**src/rtl/tx_cq_pkg.sv**
```systemverilog
package tx_cq_pkg;
   typedef enum logic [1:0] {
      CLIP_NONE = 2'd0,
      CLIP_HIGH = 2'd1,
      CLIP_LOW  = 2'd2
   } clip_kind_e;
endpackage

```
**src/rtl/tx_cq_limiter.sv**
```systemverilog
module tx_cq_limiter
   import tx_cq_pkg::*;
#(
   parameter int IN_W = 12
) (
   input  logic signed [IN_W-1:0] smp,
   input  logic        [IN_W-2:0] level,
   output logic signed [IN_W-1:0] lim,
   output clip_kind_e             kind
);
   logic signed [IN_W-1:0] pos_edge;
   logic signed [IN_W-1:0] neg_edge;

   always_comb begin
      pos_edge = $signed({1'b0, level});
      neg_edge = -pos_edge;
      if (smp > pos_edge) begin
         lim  = pos_edge;
         kind = CLIP_HIGH;
      end else if (smp < neg_edge) begin
         lim  = neg_edge;
         kind = CLIP_LOW;
      end else begin
         lim  = smp;
         kind = CLIP_NONE;
      end
   end
endmodule

```
**src/rtl/tx_cq_scaler.sv**
```systemverilog
module tx_cq_scaler #(
   parameter int IN_W    = 12,
   parameter int GAIN_W  = 8,
   parameter int SHIFT_W = 4,
   parameter int OUT_W   = 6
) (
   input  logic signed [IN_W-1:0]    lim,
   input  logic        [GAIN_W-1:0]  gain,
   input  logic        [SHIFT_W-1:0] shift,
   output logic        [OUT_W-1:0]   code
);
   localparam int PW = IN_W + GAIN_W + 1;
   localparam int RW = PW + 1;
   localparam logic signed [RW-1:0] HI = RW'((2 ** (OUT_W - 1)) - 1);
   localparam logic signed [RW-1:0] LO = -HI - RW'(1);

   logic signed [PW-1:0] lim_x, gain_x, prod, floor_q;
   logic        [PW-1:0] unit, mask, rem, half;
   logic                 bump;
   logic signed [RW-1:0] rounded;
   logic signed [OUT_W-1:0] val;

   always_comb begin
      lim_x   = PW'(lim);
      gain_x  = $signed(PW'({1'b0, gain}));
      prod    = lim_x * gain_x;
      floor_q = prod >>> shift;
      unit    = PW'(1) << shift;
      mask    = unit - PW'(1);
      rem     = prod & mask;
      half    = unit >> 1;
      bump    = (shift != '0) && ((rem > half) || ((rem == half) && floor_q[0]));
      rounded = {floor_q[PW-1], floor_q} + RW'(bump);
      if (rounded > HI)      val = HI[OUT_W-1:0];
      else if (rounded < LO) val = LO[OUT_W-1:0];
      else                   val = rounded[OUT_W-1:0];
      code = {~val[OUT_W-1], val[OUT_W-2:0]};
   end
endmodule

```
**src/rtl/tx_cq_tally.sv**
```systemverilog
module tx_cq_tally #(
   parameter int LANES = 4,
   parameter int CNT_W = 16
) (
   input  logic             clk,
   input  logic             rst_n,
   input  logic             in_valid,
   input  logic             frame_start,
   input  logic [LANES-1:0] hits,
   output logic [CNT_W-1:0] count
);
   localparam int PCW = $clog2(LANES + 1);
   localparam logic [CNT_W:0] TOP = {1'b0, {CNT_W{1'b1}}};

   logic [PCW-1:0]   pop;
   logic [CNT_W-1:0] base;
   logic [CNT_W:0]   sum;

   always_comb begin
      pop = '0;
      for (int i = 0; i < LANES; i++) pop = pop + PCW'(hits[i]);
      base = frame_start ? '0 : count;
      sum  = {1'b0, base} + (CNT_W + 1)'(pop);
   end

   always_ff @(posedge clk) begin
      if (!rst_n)        count <= '0;
      else if (in_valid) count <= (sum > TOP) ? TOP[CNT_W-1:0] : sum[CNT_W-1:0];
   end
endmodule

```
**src/rtl/tx_clip_quant.sv**
```systemverilog
module tx_clip_quant
   import tx_cq_pkg::*;
#(
   parameter int LANES   = 4,
   parameter int IN_W    = 12,
   parameter int GAIN_W  = 8,
   parameter int SHIFT_W = 4,
   parameter int CNT_W   = 16
) (
   input  logic                  clk,
   input  logic                  rst_n,
   input  logic                  in_valid,
   input  logic                  frame_start,
   input  logic [LANES*IN_W-1:0] in_samples,
   input  logic [IN_W-2:0]       clip_level,
   input  logic [GAIN_W-1:0]     gain,
   input  logic [SHIFT_W-1:0]    shift,
   output logic                  out_valid,
   output logic [LANES*6-1:0]    out_codes,
   output logic [CNT_W-1:0]      clip_count
);
   localparam int OUT_W = 6;
   localparam int PW    = IN_W + GAIN_W + 1;

   if (LANES < 1) begin : g_bad_lanes
      $error("tx_clip_quant: LANES must be at least 1");
   end
   if (IN_W < 3) begin : g_bad_in_w
      $error("tx_clip_quant: IN_W must be at least 3");
   end
   if ((2 ** SHIFT_W) > PW) begin : g_bad_shift
      $error("tx_clip_quant: shift range exceeds product width");
   end
   if (CNT_W < $clog2(LANES + 1)) begin : g_bad_cnt
      $error("tx_clip_quant: CNT_W too narrow for one beat");
   end

   logic [LANES-1:0]       hits;
   logic [LANES*OUT_W-1:0] codes_d;

   for (genvar i = 0; i < LANES; i++) begin : g_lane
      logic signed [IN_W-1:0] lim;
      clip_kind_e             kind;

      tx_cq_limiter #(.IN_W(IN_W)) u_lim (
         .smp   ($signed(in_samples[i*IN_W +: IN_W])),
         .level (clip_level),
         .lim   (lim),
         .kind  (kind)
      );

      tx_cq_scaler #(
         .IN_W(IN_W), .GAIN_W(GAIN_W), .SHIFT_W(SHIFT_W), .OUT_W(OUT_W)
      ) u_scl (
         .lim   (lim),
         .gain  (gain),
         .shift (shift),
         .code  (codes_d[i*OUT_W +: OUT_W])
      );

      assign hits[i] = (kind != CLIP_NONE);
   end

   always_ff @(posedge clk) begin
      if (!rst_n) begin
         out_valid <= 1'b0;
         out_codes <= {LANES{6'd32}};
      end else begin
         out_valid <= in_valid;
         if (in_valid) out_codes <= codes_d;
      end
   end

   tx_cq_tally #(.LANES(LANES), .CNT_W(CNT_W)) u_tally (
      .clk         (clk),
      .rst_n       (rst_n),
      .in_valid    (in_valid),
      .frame_start (frame_start),
      .hits        (hits),
      .count       (clip_count)
   );
endmodule

```
**config.mk**
```make
export PLATFORM = sky130hd
export DESIGN_NAME = tx_clip_quant
export DESIGN_NICKNAME = d
export VERILOG_FILES = /design/src/rtl/tx_cq_pkg.sv /design/src/rtl/tx_cq_limiter.sv /design/src/rtl/tx_cq_scaler.sv /design/src/rtl/tx_cq_tally.sv /design/src/rtl/tx_clip_quant.sv
export SDC_FILE = /design/constraint.sdc
export NUM_CORES = 2
export LEC_CHECK = 0
export BUFFER_PORTS_ARGS = -buffer_cell sky130_fd_sc_hd__buf_2
export CORE_MARGIN = 8
export CORE_UTILIZATION = 37
export CTS_BUF_LIST = sky130_fd_sc_hd__clkbuf_8
export DETAILED_ROUTE_END_ITERATION = 10
export PLACE_DENSITY = 0.52
export SLEW_MARGIN = 5
export SYNTH_ARGS = -nofsm -noshare
export SYNTH_HDL_FRONTEND = slang
export SYNTH_SLANG_ARGS = --single-unit
```
**constraint.sdc**
```tcl
create_clock -name clk -period 34.4 [get_ports clk]
set_clock_uncertainty 0.1 [all_clocks]
set_input_delay 5.16 -clock clk [delete_from_list [all_inputs] [get_ports clk]]
set_output_delay 5.16 -clock clk [all_outputs]
set_load 0.005 [all_outputs]
```
==> flow_metrics.env <==
export IMPL_yosys_area_top_type="fa_1"
export IMPL_status="finished clean"
export IMPL_slowest_stage="a211oi_2"
export IMPL_synth_top_area_frac=0.2022
export IMPL_dieArea_um2=93550
export IMPL_grt_use_total=0.2430
export IMPL_htree_num_levels=2
export IMPL_root_buffer="clkbuf_8"
export IMPL_cts_resized=0
export IMPL_slowest_delay_ns=0.68
export IMPL_ys_warnings_count=0
export IMPL_hold_class="flip-flop to flip-flop"
export IMPL_setup_tns_ns=0
export IMPL_syn_nets=4811
export IMPL_seq_area_frac_synth=0.02640
export IMPL_synth_area_top_cells="fa_1 (20%), ha_1 (13%), inv_1 (6.2%), nand2_1 (4.6%), and2_1 (4.1%)"
export IMPL_clk_pin_slew_ns=0.08
export IMPL_post_drt_wl_per_cell_um=22.71
export IMPL_fmax_ghz=0.05586
export IMPL_initial_core_util=0.3726
export IMPL_ys_types=123
export IMPL_area_growth_syn_to_layout_pct=5.265
export IMPL_synth_cell_area_um2=31090
export IMPL_num_io_pins=116
export IMPL_rsz0062_at_grt="no"
export IMPL_slew_headroom=0.1636
export IMPL_num_vias=31020
export IMPL_setup_viol=0
export IMPL_cts_sinks=41
export IMPL_fin_crit_ns=17.90
export IMPL_drtPass1Iterations=6
export IMPL_ant_nets=0
export IMPL_path_class="primary input to flip-flop"
export IMPL_period_share=0.5204
export IMPL_layout_nets=4786
export IMPL_holdWs_ns=0.3814
export IMPL_drive_gt1_frac=0.08278
export IMPL_cts_hold_buf=0
export IMPL_routed_via_density=6.006
export IMPL_synth_edf_count=0
export IMPL_clk_path_buf_depth=2
export IMPL_tightestPinTransition_ns=1.246
export IMPL_hpwl_mm=93.34
export IMPL_cts_buffers=5
export IMPL_crit_fanout=17
export IMPL_clkLatencyLatePin_ns=0.31
export IMPL_critical_path_buf_inv_count=5
export IMPL_ys_ff_latch=41
export IMPL_wl_mm=117.3
export IMPL_globalplace_congestion=1.020
export IMPL_fin_ws_ns=16.50
export IMPL_grt_pass1_vias=30970
export IMPL_final_cell_mix="inv_1 (511), nand2_1 (381), ha_1 (315)"
export IMPL_grt_pass1_wl_mm=182.8
export IMPL_synth_cells=4107
export IMPL_drtIter0Drc=2785
export IMPL_postSynth_asyncResetShare=0
export IMPL_die_h_um=305.9
export IMPL_maxCapViolations=0
export IMPL_cp_arrival_ns=17.98
export IMPL_cpLargestDelayFamily="compound AO/OA/AOI/OAI gates"
export IMPL_fp_dieW_um=305.9
export IMPL_place_worst_setup_slack_ns=16.46
export IMPL_cts_tree="done"
export IMPL_drc=0
export IMPL_core_rowCount=106
export IMPL_final_common_cell="inv_1"
export IMPL_finalHoldViolCount=0
export IMPL_io_buffers=115
export IMPL_grt_ovfl_total=0
export IMPL_antenna_found_initial=3
export IMPL_avgSynthCellArea_um2=7.569
export IMPL_crit_required_ns=34.48
export IMPL_worstSetupStartpointType="primary input"
export IMPL_endpoint_kind="flip-flop"
export IMPL_grt_max_degree=65
export IMPL_maxSlewViolCount=0
export IMPL_post_cts_buffers=0
export IMPL_synth_ff_type="dfxtp_1"
export IMPL_core_um2=83420
cells in the mapped netlist (all sizes together), types with 19 or more instances:
| cell | count |
|---|---|
| a2111oi | 19 |
| a211o | 19 |
| a211oi | 72 |
| a21o | 56 |
| a21oi | 218 |
| a22oi | 21 |
| a31oi | 31 |
| and2 | 204 |
| and3 | 32 |
| buf | 84 |
| clkbuf | 122 |
| dfxtp | 41 |
| fa | 314 |
| ha | 315 |
| inv | 514 |
| mux2i | 57 |
| nand2 | 381 |
| nand2b | 73 |
| nand3 | 87 |
| nand4 | 57 |
| nor2 | 274 |
| nor2b | 98 |
| nor3 | 99 |
| nor3b | 23 |
| nor4 | 35 |
| o211ai | 41 |
| o21a | 72 |
| o21ai | 191 |
| o221ai | 33 |
| o22ai | 51 |
| o31ai | 26 |
| or3 | 24 |
| xnor2 | 70 |
| xor2 | 38 |
per-stage QoR:
step | instances | cell area, um2 | util
after floorplan | 4107 | 31090 | -
after global placement | 5155 | 32580 | 0.3905
after detailed placement | 5155 | 32580 | 0.3905
after CTS | 5163 | 32720 | 0.3922
after global routing | 5164 | 32720 | 0.3922
final | 5165 | 32720 | 0.3923
logic make-up (layout without fill, tap and decap cells):
group,Yosys count,in the layout,share of synthesized area
DFF,41,41,0.02640
other,0,2,0
AOI/OAI and AO/OA,1057,1057,0.2412
xor gates and xnor gates,108,108,0.03103
and+or+nand+nor,1466,1466,0.2478
buffers and inverters,720,696,0.09141
muxes,84,84,0.03252
adders and majority gates,631,631,0.3296
sequential cells by signal (all words and copies together), names as in the netlist:
| name | cells |
|---|---|
| out_codes | 24 |
| out_valid | 1 |
| u_tally.count | 16 |
worst register-to-register path: cells and delay by family (launching register included):
| kind | cells | cell delay (ns) |
|---|---|---|
| and+or+nand+nor | 7 | 2.21 |
| adders and majority gates | 2 | 0.57 |
| AOI/OAI and AO/OA | 3 | 0.51 |
| DFF | 1 | 0.36 |
| buffers and inverters | 1 | 0.05 |
worst paths after layout:
| check | start | endpoint | slack (ns) | cells past startpoint |
|---|---|---|---|---|
| hold reg to reg | out_codes[17]$_SDFFE_PN1P_ | out_codes[17]$_SDFFE_PN1P_ | 0.38 | 2 |
| hold / removal | out_codes[17]$_SDFFE_PN1P_ | out_codes[17]$_SDFFE_PN1P_ | 0.38 | 2 |
| setup reg to reg | u_tally.count[0]$_SDFFE_PN0P_ | u_tally.count[4]$_SDFFE_PN0P_ | 30.54 | 13 |
| setup / recovery | clip_level[0] | out_codes[15]$_SDFFE_PN0P_ | 16.50 | 43 |
layer usage:
| layer | up-vias | wire (um) | track usage |
|---|---|---|---|
| met3 | 261 | 8569 | 0.03033 |
| met1 | 15158 | 49780 | 0.3211 |
| met2 | 1201 | 54320 | 0.4100 |
| met5 | - | 0 | 0 |
| met4 | 0 | 4612 | 0.07874 |
| li1 | 14400 | - | - |
area by class of cell:
type | instances | area [um2]
sequential | 41 | 820.8
clock inverter | 3 | 68.82
inverter | 514 | 1929
multi-input combinational | 3346 | 27460
tap | 1080 | 1351
timing repair buffer | 174 | 1021
fill | 8875 | 50700
antenna | 2 | 5.005
clock buffer | 5 | 68.82
Power is left out: the tool's default activity adds up to more than one toggle a clock period on the data nets, which glitch-free logic cannot reach.
